## src/rtl/mdio_pkg.sv

```systemverilog
package mdio_pkg;

    localparam int DATA_W  = 16;
    localparam int ADDR_W  = 5;
    localparam int CODE_W  = 4;
    localparam int PRE_LEN = 32;
    localparam int BCNT_W  = 5;

    typedef enum logic [2:0] {
        ST_IDLE,
        ST_PREAMBLE,
        ST_START,
        ST_OPCODE,
        ST_PHYADDR,
        ST_REGADDR,
        ST_TURN,
        ST_DATA
    } frm_state_t;

    typedef enum logic [1:0] {
        SEL_CMD   = 2'd0,
        SEL_ADDR  = 2'd1,
        SEL_WDATA = 2'd2,
        SEL_CLK   = 2'd3
    } cfg_sel_t;

    // Index of the first (most significant) bit sent in each field.
    function automatic logic [BCNT_W-1:0] field_top(input frm_state_t st);
        unique case (st)
            ST_PREAMBLE: return BCNT_W'(PRE_LEN - 1);
            ST_START:    return BCNT_W'(1);
            ST_OPCODE:   return BCNT_W'(1);
            ST_PHYADDR:  return BCNT_W'(ADDR_W - 1);
            ST_REGADDR:  return BCNT_W'(ADDR_W - 1);
            ST_TURN:     return BCNT_W'(1);
            ST_DATA:     return BCNT_W'(DATA_W - 1);
            default:     return '0;
        endcase
    endfunction

endpackage

```

## src/rtl/mdio_cfg_regs.sv

```systemverilog
module mdio_cfg_regs
    import mdio_pkg::*;
#(
    parameter int DIV_BASE  = 48,
    parameter int DIV_STEP  = 4,
    parameter int CODE_BASE = 11,
    parameter int DIV_W     = 7
) (
    input  logic              clk,
    input  logic              rst_n,
    input  logic              cfg_we,
    input  logic [1:0]        cfg_sel,
    input  logic [DATA_W-1:0] cfg_wdata,
    input  logic              take_rd,
    input  logic              take_wr,
    output logic              rd_pend,
    output logic              wr_pend,
    output logic              scan_en,
    output logic [ADDR_W-1:0] phy_q,
    output logic [ADDR_W-1:0] reg_q,
    output logic [DATA_W-1:0] wdata_q,
    output logic [DIV_W-1:0]  div_q
);

    localparam int PHY_LSB = 8;

    logic [1:0]        cmd_q;
    logic [CODE_W-1:0] code_q;
    cfg_sel_t          sel;

    assign sel = cfg_sel_t'(cfg_sel);

    always_ff @(posedge clk) begin
        if (!rst_n) begin
            cmd_q   <= '0;
            phy_q   <= '0;
            reg_q   <= '0;
            wdata_q <= '0;
            code_q  <= '0;
        end else if (cfg_we) begin
            unique case (sel)
                SEL_CMD:   cmd_q   <= cfg_wdata[1:0];
                SEL_ADDR: begin
                    reg_q <= cfg_wdata[ADDR_W-1:0];
                    phy_q <= cfg_wdata[PHY_LSB +: ADDR_W];
                end
                SEL_WDATA: wdata_q <= cfg_wdata;
                SEL_CLK:   code_q  <= cfg_wdata[CODE_W-1:0];
                default:   ;
            endcase
        end
    end

    // Pending request flags: a new request in the same cycle as a launch wins.
    always_ff @(posedge clk) begin
        if (!rst_n) begin
            rd_pend <= 1'b0;
            wr_pend <= 1'b0;
        end else begin
            if (cfg_we && sel == SEL_CMD && cfg_wdata[0])
                rd_pend <= 1'b1;
            else if (take_rd)
                rd_pend <= 1'b0;
            if (cfg_we && sel == SEL_WDATA)
                wr_pend <= 1'b1;
            else if (take_wr)
                wr_pend <= 1'b0;
        end
    end

    assign scan_en = cmd_q[1];

    always_comb begin
        if (code_q >= CODE_W'(CODE_BASE))
            div_q = DIV_W'(DIV_BASE + DIV_STEP * (int'(code_q) - CODE_BASE));
        else
            div_q = DIV_W'(DIV_BASE);
    end

endmodule

```

## src/rtl/mdio_clkdiv.sv

```systemverilog
module mdio_clkdiv #(
    parameter int DIV_W = 7
) (
    input  logic             clk,
    input  logic             rst_n,
    input  logic             run,
    input  logic [DIV_W-1:0] div,
    output logic             mdc,
    output logic             rise_tick,
    output logic             end_tick
);

    logic [DIV_W-1:0] cnt;
    logic [DIV_W-1:0] half;
    logic [DIV_W-1:0] cnt_n;

    assign half      = div >> 1;
    assign cnt_n     = cnt + 1'b1;
    assign rise_tick = run && (cnt == half - 1'b1);
    assign end_tick  = run && (cnt == div - 1'b1);

    always_ff @(posedge clk) begin
        if (!rst_n || !run) begin
            cnt <= '0;
            mdc <= 1'b0;
        end else if (end_tick) begin
            cnt <= '0;
            mdc <= 1'b0;
        end else begin
            cnt <= cnt_n;
            mdc <= (cnt_n >= half);
        end
    end

endmodule

```

## src/rtl/mdio_frame_fsm.sv

```systemverilog
module mdio_frame_fsm
    import mdio_pkg::*;
#(
    parameter int DIV_W = 7
) (
    input  logic              clk,
    input  logic              rst_n,
    input  logic              rd_pend,
    input  logic              wr_pend,
    input  logic              scan_en,
    input  logic [ADDR_W-1:0] phy_q,
    input  logic [ADDR_W-1:0] reg_q,
    input  logic [DATA_W-1:0] wdata_q,
    input  logic [DIV_W-1:0]  div_q,
    input  logic              rise_tick,
    input  logic              end_tick,
    input  logic              mdio_i,
    output logic              take_rd,
    output logic              take_wr,
    output logic              frame_on,
    output logic [DIV_W-1:0]  div_act,
    output logic              mdio_o,
    output logic              mdio_oe,
    output logic [DATA_W-1:0] rd_data
);

    frm_state_t        state, state_n;
    logic [BCNT_W-1:0] bcnt, bcnt_n;
    logic              go;
    logic              field_done;
    logic              is_wr;
    logic [ADDR_W-1:0] phy_l, reg_l;
    logic [DATA_W-1:0] wdata_l, cap;

    assign go         = rd_pend | wr_pend | scan_en;
    assign field_done = end_tick && (bcnt == '0);
    assign take_wr    = (state == ST_IDLE) && wr_pend;
    assign take_rd    = (state == ST_IDLE) && !wr_pend && rd_pend;
    assign frame_on   = (state != ST_IDLE);

    // Next state
    always_comb begin
        state_n = state;
        bcnt_n  = bcnt;
        unique case (state)
            ST_IDLE:     if (go) state_n = ST_PREAMBLE;
            ST_PREAMBLE: if (field_done) state_n = ST_START;
            ST_START:    if (field_done) state_n = ST_OPCODE;
            ST_OPCODE:   if (field_done) state_n = ST_PHYADDR;
            ST_PHYADDR:  if (field_done) state_n = ST_REGADDR;
            ST_REGADDR:  if (field_done) state_n = ST_TURN;
            ST_TURN:     if (field_done) state_n = ST_DATA;
            ST_DATA:     if (field_done) state_n = ST_IDLE;
            default:     state_n = ST_IDLE;
        endcase
        if (state_n != state)
            bcnt_n = field_top(state_n);
        else if (end_tick)
            bcnt_n = bcnt - 1'b1;
    end

    // State register
    always_ff @(posedge clk) begin
        if (!rst_n) begin
            state <= ST_IDLE;
            bcnt  <= '0;
        end else begin
            state <= state_n;
            bcnt  <= bcnt_n;
        end
    end

    // Frame parameters captured at launch, read capture and result
    always_ff @(posedge clk) begin
        if (!rst_n) begin
            is_wr   <= 1'b0;
            phy_l   <= '0;
            reg_l   <= '0;
            wdata_l <= '0;
            div_act <= DIV_W'(2);
            cap     <= '0;
            rd_data <= '0;
        end else begin
            if (state == ST_IDLE && go) begin
                is_wr   <= wr_pend;
                phy_l   <= phy_q;
                reg_l   <= reg_q;
                wdata_l <= wdata_q;
                div_act <= div_q;
            end
            if (state == ST_DATA && !is_wr && rise_tick)
                cap <= {cap[DATA_W-2:0], mdio_i};
            if (state == ST_DATA && !is_wr && field_done)
                rd_data <= cap;
        end
    end

    // Line outputs
    always_comb begin
        mdio_o  = 1'b0;
        mdio_oe = 1'b1;
        unique case (state)
            ST_IDLE:     mdio_oe = 1'b0;
            ST_PREAMBLE: mdio_o  = 1'b1;
            ST_START:    mdio_o  = (bcnt[0] == 1'b0);
            ST_OPCODE:   mdio_o  = is_wr ? (bcnt[0] == 1'b0) : (bcnt[0] == 1'b1);
            ST_PHYADDR:  mdio_o  = phy_l[bcnt[2:0]];
            ST_REGADDR:  mdio_o  = reg_l[bcnt[2:0]];
            ST_TURN: begin
                mdio_oe = is_wr;
                mdio_o  = is_wr && (bcnt[0] == 1'b1);
            end
            ST_DATA: begin
                mdio_oe = is_wr;
                mdio_o  = is_wr && wdata_l[bcnt[3:0]];
            end
            default:     mdio_oe = 1'b0;
        endcase
    end

endmodule

```

## src/rtl/mdio_master.sv

```systemverilog
module mdio_master
    import mdio_pkg::*;
#(
    parameter int DIV_BASE  = 48,
    parameter int DIV_STEP  = 4,
    parameter int CODE_BASE = 11
) (
    input  logic        clk,
    input  logic        rst_n,
    input  logic        cfg_we,
    input  logic [1:0]  cfg_sel,
    input  logic [15:0] cfg_wdata,
    output logic [15:0] rd_data,
    output logic        busy,
    output logic        mdc,
    output logic        mdio_o,
    output logic        mdio_oe,
    input  logic        mdio_i
);

    localparam int DIV_MAX = DIV_BASE + DIV_STEP * ((1 << CODE_W) - 1 - CODE_BASE);
    localparam int DIV_W   = $clog2(DIV_MAX + 1);

    logic              rd_pend, wr_pend, scan_en;
    logic              take_rd, take_wr, frame_on;
    logic              rise_tick, end_tick;
    logic [ADDR_W-1:0] phy_q, reg_q;
    logic [DATA_W-1:0] wdata_q;
    logic [DIV_W-1:0]  div_q, div_act;

    mdio_cfg_regs #(
        .DIV_BASE (DIV_BASE),
        .DIV_STEP (DIV_STEP),
        .CODE_BASE(CODE_BASE),
        .DIV_W    (DIV_W)
    ) u_regs (
        .clk      (clk),
        .rst_n    (rst_n),
        .cfg_we   (cfg_we),
        .cfg_sel  (cfg_sel),
        .cfg_wdata(cfg_wdata),
        .take_rd  (take_rd),
        .take_wr  (take_wr),
        .rd_pend  (rd_pend),
        .wr_pend  (wr_pend),
        .scan_en  (scan_en),
        .phy_q    (phy_q),
        .reg_q    (reg_q),
        .wdata_q  (wdata_q),
        .div_q    (div_q)
    );

    mdio_clkdiv #(
        .DIV_W(DIV_W)
    ) u_div (
        .clk      (clk),
        .rst_n    (rst_n),
        .run      (frame_on),
        .div      (div_act),
        .mdc      (mdc),
        .rise_tick(rise_tick),
        .end_tick (end_tick)
    );

    mdio_frame_fsm #(
        .DIV_W(DIV_W)
    ) u_fsm (
        .clk      (clk),
        .rst_n    (rst_n),
        .rd_pend  (rd_pend),
        .wr_pend  (wr_pend),
        .scan_en  (scan_en),
        .phy_q    (phy_q),
        .reg_q    (reg_q),
        .wdata_q  (wdata_q),
        .div_q    (div_q),
        .rise_tick(rise_tick),
        .end_tick (end_tick),
        .mdio_i   (mdio_i),
        .take_rd  (take_rd),
        .take_wr  (take_wr),
        .frame_on (frame_on),
        .div_act  (div_act),
        .mdio_o   (mdio_o),
        .mdio_oe  (mdio_oe),
        .rd_data  (rd_data)
    );

    assign busy = frame_on | rd_pend | wr_pend | scan_en;

endmodule

```

## config.mk

```make
export PLATFORM = sky130hd
export DESIGN_NAME = mdio_master
export DESIGN_NICKNAME = d
export VERILOG_FILES = /design/src/rtl/mdio_pkg.sv /design/src/rtl/mdio_cfg_regs.sv /design/src/rtl/mdio_clkdiv.sv /design/src/rtl/mdio_frame_fsm.sv /design/src/rtl/mdio_master.sv
export SDC_FILE = /design/constraint.sdc
export NUM_CORES = 1
export LEC_CHECK = 0
export CORE_MARGIN = 2
export CORE_UTILIZATION = 50
export CTS_CLUSTER_SIZE = 14
export DETAILED_ROUTE_END_ITERATION = 8
export PLACE_DENSITY = 0.75
export SLEW_MARGIN = 15
export SYNTH_ARGS = -nofsm -noshare
export SYNTH_HDL_FRONTEND = slang
export SYNTH_HIERARCHICAL = 1
export SYNTH_SLANG_ARGS = --single-unit
```

## constraint.sdc

```tcl
create_clock -name clk -period 3.1 [get_ports clk]
set_input_delay 0.31 -clock clk [delete_from_list [all_inputs] [get_ports clk]]
set_output_delay 0.31 -clock clk [all_outputs]
set_load 0.03 [all_outputs]
```

-- Yosys cells after proc, flatten, opt, wreduce, memory -nomap -nowiden
Cells that the tools add are included.
- $add $sub $neg: 6
- order comparisons: 4
- eq/ne operators: 20
- multiplexer cells: 26
- bitwise gates (word level): 6
- reduce and logical (&&, ||, !) cells: 35
- operator list (kind ; number):
    3-bit == test (second input constant) ; 8
    3-bit two-way mux ; 8
    3-bit case mux with 8 select lines ; 1
    5-bit case mux with 4 select lines ; 1
    1-bit logical AND ; 15
    7-bit == test ; 2
    3-bit by 2-bit == test with 1-bit output (second input constant) ; 4
    5-bit two-way mux ; 2
    1-bit two-way mux ; 8
    2-bit AND reduction ; 4
    7-bit by 1-bit adder with 7-bit output (second input constant) ; 1
    7-bit adder (first input constant) ; 1
    7-bit by 6-bit >= comparator with 1-bit output ; 1
    7-bit two-way mux ; 1
    1-bit case mux with 7 select lines ; 1
    6-bit by 1-bit subtractor with 7-bit output (second input constant) ; 1
    7-bit by 1-bit subtractor with 7-bit output (second input constant) ; 1
    1-bit binary-select mux with 3-bit select ; 2
    3-bit by 1-bit == test with 1-bit output (second input constant) ; 2
    2-bit nonzero test ; 3
    2-bit OR reduction ; 3
    5-bit zero test ; 1
    4-bit by 5-bit < comparator with 1-bit output (second input constant) ; 1
    1-bit bitwise OR ; 5
    other kinds (16) ; 20
- bits in registers: 116
- input port bits: 22
- output and inout port bits: 20

-- Logic depth before layout (Yosys ltp)
- word-level depth: 10
- mapped depth: 14

-- By module
Netlist, hierarchy kept.
- modules (own cells, without submodules) (module ; times used ; cells each ; area an instance (sq um)):
    mdio_frame_fsm ; 1 ; 391 ; 3340.7
    mdio_cfg_regs ; 1 ; 147 ; 1413.9
    mdio_clkdiv ; 1 ; 101 ; 847.1
    mdio_master ; 1 ; 1 ; 7.5

-- Worst setup path after synthesis
Ideal clock, no wire load.
- path type: register to register
- start point: reg u_fsm.div_act[2]
- end point: reg u_fsm.rd_data[10]
- arrival time: 2665 ps
- required time: 3030 ps
- path slack: 365 ps
- cell stages (with the launch flop): 15
- cell sequence: dfxtp_1 > inv_1 > ha_1 > buf_2 > a21o_1 > a221o_1 > a211oi_4 > buf_2 > and4b_1 > buf_4 > and2_1 > buf_4 > buf_6 > nand2_1 > a21boi_1
- longest elaborated chain between the ends: 5
- RTL lines (element ; line ; text):
    from (decl) ; mdio_frame_fsm.sv:21 ; output logic [DIV_W-1:0] div_act,
    from (signal assigned) ; mdio_frame_fsm.sv:89 ; div_act <= div_q;
    7-bit by 1-bit subtractor with 7-bit output ; mdio_clkdiv.sv:20 ; assign end_tick = run && (cnt == div - 1'b1);
    7-bit == test ; mdio_clkdiv.sv:20 ;
    1-bit logical AND ; mdio_clkdiv.sv:20 ;
    via end_tick ; mdio_master.sv:26 ; logic rise_tick, end_tick;
    1-bit logical AND ; mdio_frame_fsm.sv:36 ; assign field_done = end_tick && (bcnt == '0);
    1-bit logical AND ; mdio_frame_fsm.sv:93 ; if (state == ST_DATA && !is_wr && field_done)
    to (signal assigned) ; mdio_frame_fsm.sv:94 ; rd_data <= cap;
    to (decl) ; mdio_frame_fsm.sv:24 ; output logic [DATA_W-1:0] rd_data
The timed path passes the listed nets, and every way through them passes these cells.
A chain may end at the register's enable or synchronous reset.

-- Worst setup path after layout
- start point: reg u_fsm.bcnt[1]
- end point: out mdio_o
- longest elaborated chain between the ends: 4
- elaborated cells on any way between the ends: 8
- those cells by class: mux (7); reduce/logical (1)
- RTL lines (element ; line ; text):
    from (decl) ; mdio_frame_fsm.sv:28 ; logic [BCNT_W-1:0] bcnt, bcnt_n;
    from (signal assigned) ; mdio_frame_fsm.sv:69 ; bcnt <= bcnt_n;
    1-bit binary-select mux with 4-bit select ; mdio_frame_fsm.sv:115 ; mdio_o = is_wr && wdata_l[bcnt[3:0]];
    1-bit two-way mux (not written as such) ; mdio_frame_fsm.sv:115 ;
    1-bit logical AND ; mdio_frame_fsm.sv:115 ;
    1-bit case mux with 7 select lines (*) ; mdio_frame_fsm.sv:102 ; unique case (state)
    to (decl) ; mdio_master.sv:16 ; output logic mdio_o,
Every way passes the cells marked *; elsewhere a longest branch is shown, timed or not. The select of a mux whose other input is x is not followed.

==> impl_metrics.env <==
export IMPL_status="completed"
export IMPL_synth_area_leaders="dfxtp_1, nand2_1, mux2i_1"
export IMPL_min_period_ns=3.00
export IMPL_placed_area_um2=6000
export IMPL_vias=4407
export IMPL_ctsLongestPathBuffers=2
export IMPL_crit_path_cell_trace="inv_1 -> o311a_1 -> a2111o_1 -> o2111ai_1 -> clkdlybuf4s50_1"
export IMPL_cpPeakStageDelay_ns=0.70
export IMPL_cts_max_level=4
export IMPL_skew_ns=0.00445
export IMPL_path_buf_inv=2
export IMPL_tns_ns=0
export IMPL_hold_viol=0
export IMPL_slew_headroom_pct=48.5
export IMPL_cpMaxStageDelayCell="clkdlybuf4s50_1"
export IMPL_synth_yosys_seq_area_share_pct=41.0
export IMPL_synthAdderAreaFrac_pct=3.12
export IMPL_peakVddDrop_mv=0.380
export IMPL_overflow=0
export IMPL_clk_insertion_delay_late_ns=0.52
export IMPL_cts_sinks=115
export IMPL_synth_edf_count=0
export IMPL_cts_made_buffers=17
export IMPL_cts_tree="yes"
export IMPL_ys_types=67
export IMPL_die_x_um=110
export IMPL_avgSynthCellArea_um2=8.76
export IMPL_worstReg2RegStart="u_fsm/div_act[2]"
export IMPL_initial_core_util_pct=51.5
export IMPL_ys_ff_latch=115
export IMPL_setup_viol=0
export IMPL_critical_path_top_delay_family="compound AO/OA/AOI/OAI gates"
export IMPL_cp_end_kind="output port"
export IMPL_r2r_slack_ns=0.25
export IMPL_ys_top_cells_by_count="nand2_1, dfxtp_1, a21boi_1"
export IMPL_die_h_um=110
export IMPL_drt_wl_total_um=11600
export IMPL_netlist_area_um2=5610
export IMPL_crit_path_max_fanout=10
export IMPL_hp_start="rst_n"
export IMPL_design_area_um2=6550
export IMPL_coreArea_um2=10900
export IMPL_synthSimpleGateAreaFrac_pct=21.1
export IMPL_r2r_end="u_fsm/rd_data[5]"
export IMPL_n_antenna_cell=0
export IMPL_synth_area_mux_share_pct=8.32
export IMPL_final_util_pct=60.2
export IMPL_grt_pass1_wl_um=19300
export IMPL_io_buffers=41
export IMPL_antenna_found_initial=0
export IMPL_fin_cells=817
export IMPL_synth_compound_area_share_pct=16.1
export IMPL_first_pass_iters=5
export IMPL_dpl_hpwl_um=7940
export IMPL_p_per_area_nw_per_um2=558
export IMPL_drt_iter0_drc=255
export IMPL_slew_violations=0
export IMPL_pre_cts_ws_ns=0.160
export IMPL_power_leakage_nw=2.44
export IMPL_tightest_slew_ns=0.769
export IMPL_critPathCapture="mdio_o"
export IMPL_period_share_pct=96.7
export IMPL_num_io_pins=42
export IMPL_synth_xor_area_share_pct=4.04
export IMPL_async_flop_share_pct=0
export IMPL_crit_start="u_fsm/bcnt[1]"
export IMPL_yosysWarnings=6
export IMPL_drive_gt1_share_pct=8.42
export IMPL_root_buffer="clkbuf_8"
export IMPL_area_growth_pct=16.8
export IMPL_setup_slack_ns=0.101
export IMPL_maxCapViolCount=0
export IMPL_worstPathRequired_ns=2.79
export IMPL_syn_inst=640
export IMPL_synth_area_leader_cell="dfxtp_1"
export IMPL_clk_pin_slew_worst_paths_ns=0.05
export IMPL_grt_max_degree=51
export IMPL_yosysMostFrequentCell="nand2_1"
export IMPL_nNetsFinal=700
export IMPL_fmax_mhz=333
export IMPL_place_congestion=0.946
export IMPL_holdPathStages=2
export IMPL_cts_setup_buffers=0
export IMPL_synth_top_area_share_pct=41.0
export IMPL_synth_top_family_by_area="simple AND/OR/NAND/NOR gates"
export IMPL_cp_depth=5
export IMPL_startpoint_type="flip-flop"
export IMPL_drc=0
export IMPL_postRouteAntennaNets=0
export IMPL_rsz0062_at_grt="false"
export IMPL_grt_pass1_vias=4173
export IMPL_synth_ff_type="dfxtp_1"
export IMPL_hold_path_class="in -> reg"
export IMPL_die_area_um2=12100
export IMPL_track_usage_pct=20.7
export IMPL_worstRegToRegCells=10
export IMPL_viasPerCell=5.39
export IMPL_path_class="reg -> out"
export IMPL_critPathArrivalTime_ns=2.69
export IMPL_post_drt_wl_per_cell_um=14.3
export IMPL_placedCellCount=785
export IMPL_row_count=38
## cell usage in the layout, fill, tap and decap left out, types with 6 or more instances in the layout
| cell | synthesis | routed |
|---|---|---|
| nand3_1 | 12 | 12 |
| o21ai_0 | 10 | 10 |
| buf_4 | 11 | 9 |
| clkdlybuf4s50_1 | 0 | 40 |
| dfxtp_1 | 115 | 113 |
| a21oi_1 | 9 | 9 |
| xnor2_1 | 9 | 9 |
| a21boi_1 | 39 | 39 |
| inv_1 | 12 | 12 |
| and2_1 | 7 | 7 |
| nor2_1 | 9 | 9 |
| xor2_1 | 15 | 15 |
| nand2b_1 | 6 | 6 |
| nor3b_1 | 8 | 8 |
| clkbuf_16 | 0 | 16 |
| clkinv_2 | 0 | 6 |
| mux2i_1 | 35 | 35 |
| ha_1 | 14 | 14 |
| a21boi_0 | 27 | 27 |
| nand2_1 | 195 | 194 |
## worst reg2reg max path, stage by stage, from the launching register on
cell      delay (ns)
dfxtp_1         0.40
inv_1           0.12
ha_1            0.30
a21o_1          0.19
a221o_1         0.35
a211oi_4        0.40
and4b_2         0.39
and2_1          0.15
buf_4           0.22
nand2_1         0.09
a21boi_1        0.17
## worst min-delay path by stage
stage / to / slack [ns]
floorplan: u_fsm/reg_l[1] / 0.43
global placement: u_fsm/reg_l[1] / 0.44
detailed placement: u_fsm/wdata_l[8] / 0.44
CTS: u_fsm/div_act[1] / 0.31
global route: u_fsm/div_act[1] / 0.34
finish: u_fsm/div_act[1] / 0.33
## flip-flops by register name (all words and copies together), names as in the netlist, 7 cells and up
signal / count
u_regs/wdata_q: 16
u_fsm/rd_data: 16
u_fsm/cap: 16
u_fsm/wdata_l: 16
u_fsm/div_act: 7
u_div/cnt: 7
## per-layer routing
layer | up-vias | GRT usage (%) | wire (µm)
met3 | 19 | 5.93 | 566
met4 | 0 | 8.41 | 227
met5 | - | 0 | 0
met2 | 100 | 32.6 | 5360
met1 | 2068 | 26.6 | 5500
li1 | 2220 | - | -
## what timing repair did
action	4_1_cts	5_1_grt
hold buffers	0	0
endpoints found under the setup margin	1	16
resized for setup	3	2
## power by group
part / total (W) / internal, W / switching [W]
sequential: 0.00157 / 0.00152 / 0.0000535
clock: 0.00176 / 0.00111 / 0.000646
combinational: 0.000327 / 0.000148 / 0.000178
total: 0.00366 / 0.00278 / 0.000877
## metrics by stage
| step | total power, W | hold WS (ns) |
|---|---|---|
| finish | 0.00366 | 0.330 |
| global route | 0.00380 | 0.341 |
| CTS | 0.00369 | 0.306 |
| detailed placement | 0.00192 | 0.444 |
| global placement | 0.00191 | 0.437 |
| floorplan | 0.00183 | 0.430 |
## layout make-up
type	count	area [µm²]
repair buffers	51	493
multi-input cells	467	2980
well taps	140	175
clock buffers	22	463
clock inverters	10	82.6
fillers	911	4340
inverters	12	45.0
flip-flops and latches	115	2310
## cells by family (layout without fill, tap and decap cells)
kind of cell / count (synthesis) / after routing
AND/OR/NAND/NOR: 266 / 266
XOR/XNOR: 25 / 25
AO/OA/AOI/OAI: 120 / 120
buffers and inverters: 59 / 95
multiplexers: 40 / 40
adder cells (fa/ha/maj): 14 / 14
flip-flops: 115 / 115
other: 1 / 2
No activity file was read; power rests on OpenSTA's default activity.
